$ cat src/rtl/dma_ctl_pkg.sv
package dma_ctl_pkg;

    // Offsets whose positions the host software depends on
    typedef enum logic [3:0] {
        OFF_CMD_STAT = 4'd8,
        OFF_SW_REQ   = 4'd9,
        OFF_ONE_MASK = 4'd10,
        OFF_MODE     = 4'd11,
        OFF_PTR_CLR  = 4'd12,
        OFF_MCLR     = 4'd13,
        OFF_MASK_ZERO= 4'd14,
        OFF_MASK_ALL = 4'd15
    } ctl_off_e;

    // One-hot write decode of the control window
    typedef struct packed {
        logic cmd;
        logic sw_req;
        logic one_mask;
        logic mode;
        logic ptr_clr;
        logic mclr;
        logic mask_zero;
        logic mask_all;
    } wr_strobe_t;

    // Layout of a stored mode byte, as read by the transfer engine
    typedef struct packed {
        logic [1:0] op_mode;
        logic       decrement;
        logic       auto_init;
        logic [1:0] xfer_type;
        logic [1:0] chan_sel;
    } mode_byte_t;

endpackage

$ cat src/rtl/dma_ctl_wdec.sv
module dma_ctl_wdec
    import dma_ctl_pkg::*;
(
    input  logic       wr_en_i,
    input  logic [3:0] offset_i,
    output wr_strobe_t strobe_o
);

    always_comb begin
        strobe_o = '0;
        if (wr_en_i) begin
            case (offset_i)
                OFF_CMD_STAT:  strobe_o.cmd       = 1'b1;
                OFF_SW_REQ:    strobe_o.sw_req    = 1'b1;
                OFF_ONE_MASK:  strobe_o.one_mask  = 1'b1;
                OFF_MODE:      strobe_o.mode      = 1'b1;
                OFF_PTR_CLR:   strobe_o.ptr_clr   = 1'b1;
                OFF_MCLR:      strobe_o.mclr      = 1'b1;
                OFF_MASK_ZERO: strobe_o.mask_zero = 1'b1;
                OFF_MASK_ALL:  strobe_o.mask_all  = 1'b1;
                default:       strobe_o           = '0;
            endcase
        end
    end

endmodule

$ cat src/rtl/dma_ctl_status.sv
module dma_ctl_status #(
    parameter int NUM_CH = 4,
    parameter int CH_W   = 2
) (
    input  logic [2*NUM_CH-1:0] stat_q_i,
    input  logic                sw_req_i,
    input  logic [CH_W-1:0]     sel_i,
    input  logic                set_bit_i,
    input  logic                rd_clr_i,
    input  logic [NUM_CH-1:0]   tc_set_i,
    input  logic [NUM_CH-1:0]   req_valid_i,
    input  logic [NUM_CH-1:0]   req_level_i,
    input  logic                mclr_i,
    output logic [2*NUM_CH-1:0] stat_d_o
);

    logic [2*NUM_CH-1:0] work;

    always_comb begin
        work = stat_q_i;
        // software request: request flag follows data, terminal count drops
        if (sw_req_i) begin
            work[NUM_CH + int'(sel_i)] = set_bit_i;
            work[int'(sel_i)]          = 1'b0;
        end
        // status read clears the terminal-count nibble
        if (rd_clr_i) begin
            work[NUM_CH-1:0] = '0;
        end
        // a new terminal-count event is never lost to a read
        work[NUM_CH-1:0] = work[NUM_CH-1:0] | tc_set_i;
        // hardware request overrides the software write per channel
        for (int c = 0; c < NUM_CH; c++) begin
            if (req_valid_i[c]) begin
                work[NUM_CH + c] = req_level_i[c];
            end
        end
        if (mclr_i) begin
            work = '0;
        end
        stat_d_o = work;
    end

endmodule

$ cat src/rtl/dma_ctl_rmux.sv
module dma_ctl_rmux
    import dma_ctl_pkg::*;
#(
    parameter int NUM_CH = 4,
    parameter int DW     = 8
) (
    input  logic                rd_en_i,
    input  logic [3:0]          offset_i,
    input  logic [2*NUM_CH-1:0] stat_i,
    input  logic [NUM_CH-1:0]   mask_i,
    output logic [DW-1:0]       rdata_o
);

    always_comb begin
        rdata_o = '0;
        if (rd_en_i) begin
            case (offset_i)
                OFF_CMD_STAT: rdata_o[2*NUM_CH-1:0] = stat_i;
                OFF_MASK_ALL: rdata_o[NUM_CH-1:0]   = mask_i;
                default:      rdata_o               = '0;
            endcase
        end
    end

endmodule

$ cat src/rtl/dma_ctl_decode.sv
module dma_ctl_decode
    import dma_ctl_pkg::*;
#(
    parameter int          NUM_CH     = 4,
    parameter int          DW         = 8,
    parameter logic [7:0]  CMD_ACCEPT = 8'h04
) (
    input  logic                 clk,
    input  logic                 rst_n,
    input  logic [3:0]           offset_i,
    input  logic                 wr_en_i,
    input  logic                 rd_en_i,
    input  logic [DW-1:0]        wdata_i,
    input  logic [NUM_CH-1:0]    tc_set_i,
    input  logic [NUM_CH-1:0]    req_valid_i,
    input  logic [NUM_CH-1:0]    req_level_i,
    output logic [DW-1:0]        rdata_o,
    output logic                 ptr_clr_o,
    output logic [DW-1:0]        cmd_o,
    output logic [2*NUM_CH-1:0]  status_o,
    output logic [NUM_CH-1:0]    mask_o,
    output logic [NUM_CH*DW-1:0] mode_o
);

    localparam int CH_W   = $clog2(NUM_CH);
    localparam int SET_IX = CH_W;

    typedef struct packed {
        logic [DW-1:0]             cmd;
        logic [2*NUM_CH-1:0]       stat;
        logic [NUM_CH-1:0]         mask;
        logic [NUM_CH-1:0][DW-1:0] mode;
        logic                      ptr_clr;
    } ctl_state_t;

    ctl_state_t          s_d, s_q;
    wr_strobe_t          strobe;
    logic [2*NUM_CH-1:0] stat_d;
    logic [CH_W-1:0]     sel;
    logic                cmd_ok;
    logic                rd_clr;

    assign sel    = wdata_i[CH_W-1:0];
    assign cmd_ok = (wdata_i == '0) || ((wdata_i & ~CMD_ACCEPT) == '0);
    assign rd_clr = rd_en_i && (offset_i == OFF_CMD_STAT);

    dma_ctl_wdec i_wdec (
        .wr_en_i  (wr_en_i),
        .offset_i (offset_i),
        .strobe_o (strobe)
    );

    dma_ctl_status #(.NUM_CH(NUM_CH), .CH_W(CH_W)) i_status (
        .stat_q_i    (s_q.stat),
        .sw_req_i    (strobe.sw_req),
        .sel_i       (sel),
        .set_bit_i   (wdata_i[SET_IX]),
        .rd_clr_i    (rd_clr),
        .tc_set_i    (tc_set_i),
        .req_valid_i (req_valid_i),
        .req_level_i (req_level_i),
        .mclr_i      (strobe.mclr),
        .stat_d_o    (stat_d)
    );

    dma_ctl_rmux #(.NUM_CH(NUM_CH), .DW(DW)) i_rmux (
        .rd_en_i  (rd_en_i),
        .offset_i (offset_i),
        .stat_i   (s_q.stat),
        .mask_i   (s_q.mask),
        .rdata_o  (rdata_o)
    );

    always_comb begin
        s_d         = s_q;
        s_d.stat    = stat_d;
        s_d.ptr_clr = strobe.ptr_clr | strobe.mclr;

        if (strobe.cmd && cmd_ok) begin
            s_d.cmd = wdata_i;
        end

        if (strobe.one_mask) begin
            s_d.mask[sel] = wdata_i[SET_IX];
        end
        if (strobe.mask_zero) begin
            s_d.mask = '0;
        end
        if (strobe.mask_all) begin
            s_d.mask = wdata_i[NUM_CH-1:0];
        end

        for (int c = 0; c < NUM_CH; c++) begin
            if (strobe.mode && (int'(sel) == c)) begin
                s_d.mode[c] = wdata_i;
            end
        end

        if (strobe.mclr) begin
            s_d.mask = '1;
            s_d.cmd  = '0;
        end
    end

    always_ff @(posedge clk or negedge rst_n) begin
        if (!rst_n) begin
            s_q.cmd     <= '0;
            s_q.stat    <= '0;
            s_q.mask    <= '1;
            s_q.mode    <= '0;
            s_q.ptr_clr <= 1'b1;
        end else begin
            s_q <= s_d;
        end
    end

    assign ptr_clr_o = s_q.ptr_clr;
    assign cmd_o     = s_q.cmd;
    assign status_o  = s_q.stat;
    assign mask_o    = s_q.mask;
    assign mode_o    = s_q.mode;

endmodule

$ cat config.mk
export PLATFORM = sky130hd
export DESIGN_NAME = dma_ctl_decode
export DESIGN_NICKNAME = d
export VERILOG_FILES = /design/src/rtl/dma_ctl_pkg.sv /design/src/rtl/dma_ctl_wdec.sv /design/src/rtl/dma_ctl_status.sv /design/src/rtl/dma_ctl_rmux.sv /design/src/rtl/dma_ctl_decode.sv
export SDC_FILE = /design/constraint.sdc
export NUM_CORES = 1
export LEC_CHECK = 0
export BUFFER_PORTS_ARGS = -buffer_cell sky130_fd_sc_hd__buf_4
export CELL_PAD_IN_SITES_DETAIL_PLACEMENT = 0
export CELL_PAD_IN_SITES_GLOBAL_PLACEMENT = 1
export CORE_MARGIN = 1.5
export CORE_UTILIZATION = 38
export CTS_BUF_LIST = sky130_fd_sc_hd__clkbuf_2
export DETAILED_ROUTE_END_ITERATION = 8
export PLACE_DENSITY = 0.9
export RECOVER_POWER = 50
export SLEW_MARGIN = 20
export SYNTH_ARGS = -nofsm -noshare
export SYNTH_HDL_FRONTEND = slang
export SYNTH_SLANG_ARGS = --single-unit
$ cat constraint.sdc
create_clock -name clk -period 2 [get_ports clk]
set_input_delay 0.5 -clock clk [delete_from_list [all_inputs] [get_ports clk]]
set_output_delay 0.5 -clock clk [all_outputs]
set_load 0.01 [all_outputs]
==> results by group <==
Cells and area
  • Diodes inserted: 0
  • Area growth syn-to-layout: 34.87%
  • Area of the multi-input gates: 868.3 µm²
  • Fillers: 522
  • Layout cells sized above 1: between 50% and 60%
  • Area taken by flip-flops and latches: around 0.0013 mm²
  • Final nets: 310

Placement
  • Final RePlAce weighted congestion: between 0.7 and 0.8
  • Final HPWL DP: ~4200 µm
  • IO Port Bufs: 88

Clocking
  • CTS Hold Bufs: 0
  • Num CTS Buffers: 5
  • Worst-Skew Late Latency: 420 ps
  • Reg clk slew, reported paths: around 250 ps
  • CTS tree: yes
  • CTS max path bufs: 2
  • Root buf cell: clkbuf_2
  • H-Tree Depth: 2
  • Sink Count: 53

Power
  • Switch Pwr: 615.1 µW
  • Pwr Total: roughly 2.2 mW
  • Pwr Density: around 710 mW/mm²
  • Clock network fraction of design power: between 10% and 20%
  • Seq pwr share: around 60%
  • Internal power: 1.567 mW
  • Comb pwr share: between 20% and 30%
  • Sw frac: about 28%
  • P_leak: roughly 1.6 nW
  • Worst vdd ir: between 0.4 and 0.5 mV

Worst hold path
  • Min-delay worst type: in2reg
  • Min-Delay Endpoint: ptr_clr_o$_DFF_PN1_
  • Hold_sp: offset_i[1]
  • Hold-critical path depth: 2

Worst setup path
  • Worst Path Required: around 1500 ps
  • FF-to-FF setup slack: approximately 1200 ps
  • Critical Setup Path Class: in2out
  • CP arrival: between 1000 and 1500 ps
  • Worst Setup SP: offset_i[3]
  • R2r worst-path depth: 1
  • Worst r2r dst: mode_o[8]$_DFFE_PN0P_
  • Startpoint types: input port
  • Crit. End Element: output pin
  • Peak fanout along the critical path: 8
  • FF-to-FF Start: mode_o[8]$_DFFE_PN0P_

Timing
  • Final Hold Violating Endpoints: 0
  • Fmax: about 0.52 GHz
  • Slew of the pin with the lowest slew margin: ~1300 ps
  • RSZ-0062 raised after global routing: no
  • Tmin final: between 1500 and 2000 ps
  • Final Max Tran Viols: 0
  • # setup viols final: 0
  • Relative slew margins: about an eighth
  • Final Skew: 0 ps
  • Final worst-path cycle share: a little over nine tenths
  • Post-Route Setup TNS: 0 ps
  • Worst hold slack: 221.9 ps

Floorplan
  • Row cnt: 27
  • Core area: roughly 0.0056 mm²
  • Starting Density: about two fifths
  • Die span in y: 80.37 µm
  • Horiz. Die Dim: about 80 µm
  • I/O pin cnt: 89
  • Die ar.: roughly 0.0065 mm²

Routing
  • Drt pass-1 iters: 4
  • Antenna viol nets, final: 0
  • Drt initial violations: roughly 100
  • Vias per std cell: slightly above 5
  • Detailed Route WL: roughly 5500 µm
  • DRC: 0
  • DR WL/cell: ~15 µm
  • Vias: around 1800

Logic synthesis
  • Post-synth cell types: 30
  • Synth Instances: between 150 and 200
  • Synthesis Warnings: 0
  • FF+latch count, synth: 53
  • Cell taking the most area after synthesis: dfrtp_1
  • Mapped Area: roughly 0.0023 mm²
  • Post-synth top area share: a little over half
  • Syn_area_per_cell: 12.30 µm²
  • Post-synthesis sequential area ratio: about three fifths
  • Synth Net Count: around 210
  • Largest cells by area after synthesis: dfrtp_1, mux2_2, dfstp_2, and3_1, o21ai_0

Global route
  • Antenna violations before repair: 0
  • Number of global-route vias before repair: approximately 1800
  • Largest net degree at the start of global routing: 54
  • GRT Residual Overflow: 0
  • GRT Total Usage: around 18%
  • First-pass GRT wire length: 8852 µm

Status
  • Run status: completed

Job
  • Max capacitance violation total: 0
==> critical path: stages <==
cell     delay, ps
buf_4          120
nor3b_2        150
and3_2         260
a22o_1         240
buf_4          140
==> synthesized netlist by cell type <==
cell type,instances
nand3_1,6
a31oi_1,5
buf_2,3
nor3b_4,2
or2_2,4
a21oi_1,8
nand3_4,1
nor3_1,5
and3b_2,1
and3_2,1
a2bb2oi_1,1
nand2_1,3
and2b_2,1
nand4_1,2
and2_1,4
mux2_2,28
inv_1,7
dfrtp_1,48
nor2_1,9
dfstp_2,5
nor2_2,1
a22o_1,4
a211oi_1,4
and3_1,10
nor3b_1,1
nor2b_1,6
nor4_1,1
nor3_4,1
clkbuf_1,4
o21ai_0,9
==> power groups by stage <==
| stage | registers (mW) | logic, mW | clock network (mW) |
|---|---|---|---|
| 6_report | 1.27 | 0.484 | 0.424 |
| 5_1_grt | 1.29 | 0.529 | 0.492 |
| 4_1_cts | 1.27 | 0.498 | 0.452 |
| 3_5_place_dp | 1.29 | 0.498 | 0 |
| 3_3_place_gp | 1.29 | 0.487 | 0 |
| 2_1_floorplan | 1.33 | 0.148 | 0 |
==> metrics by stage <==
step           instance area, µm²  cells  util [%]  setup slack [ps]
2_1_floorplan                2275    185         -             117.1
3_3_place_gp                 3075    347     54.51            -22.86
3_5_place_dp                 3075    347     54.51            -60.42
4_1_cts                      3120    355     55.31             5.702
5_1_grt                      3068    355     54.38             40.41
6_report                     3068    355     54.38             81.09
==> area by class of cell <==
cell class	count	area share (%)
flip-flops and latches	53	43.43
multi-input cells	118	28.30
repair buffers	97	23.04
well taps	72	2.936
clock buffers	6	0.9788
inverters	7	0.8564
clock inverters	2	0.4486
==> worst max path at each step <==
stage          cells past startpoint  slack (ps)          to
5_1_grt                            5          40  rdata_o[2]
2_1_floorplan                      4         120  rdata_o[0]
6_report                           5          80  rdata_o[1]
3_3_place_gp                       5         -20  rdata_o[2]
4_1_cts                            5           6  rdata_o[1]
3_5_place_dp                       5         -60  rdata_o[1]
==> state kept, by name, summed over array words and instances, names as in the netlist <==
| signal | count |
|---|---|
| mask_o | 4 |
| ptr_clr_o | 1 |
| mode_o | 32 |
| status_o | 8 |
| cmd_o | 8 |
==> kinds of logic (layout without fill, tap and decap cells) <==
family,count (synthesis),count (layout),share of synthesized area (%)
AO/OA/AOI/OAI,31,31,8.361
AND/OR/NAND/NOR,59,59,16.72
buffers and inverters,14,112,2.475
flip-flops,53,53,58.58
multiplexers,28,28,13.86
==> layout by cell type, fill, tap and decap left out <==
cell / netlist / routed
clkbuf_2: 0 / 7
dfrtp_1: 48 / 48
and3_2: 1 / 2
buf_4: 0 / 91
nor3_1: 5 / 5
clkinv_2: 0 / 1
nor4_1: 1 / 1
nor3_4: 1 / 1
nor3b_1: 1 / 1
nand4_1: 2 / 2
and3_1: 10 / 9
dfstp_2: 5 / 5
nor2b_1: 6 / 6
nor2_2: 1 / 1
a21oi_1: 8 / 8
a31oi_1: 5 / 5
nor3b_4: 2 / 1
inv_1: 7 / 7
a2bb2oi_1: 1 / 1
mux2_2: 28 / 28
nand2_1: 3 / 3
o21ai_0: 9 / 9
or2_2: 4 / 4
clkbuf_1: 4 / 5
and3b_2: 1 / 1
inv_6: 0 / 1
and2_1: 4 / 4
nor2_1: 9 / 9
nor3b_2: 0 / 1
a211oi_1: 4 / 4
and2b_2: 1 / 1
a22o_1: 4 / 4
nand3_1: 6 / 7
==> layer usage <==
metal	global-route usage, %	share of wire [%]
met1	22.13	42
met2	30.08	48
met3	6.136	9.6
met4	4.138	0.71
met5	0	0
==> timing repair <==
action                                  4_1_cts  5_1_grt
resized for setup                             1        1
buffers inserted                              0        0
hold endpoints to repair                      0        0
endpoints found under the setup margin        8        8
pin swaps                                     0        0
No activity file was read; power rests on OpenSTA's default activity.
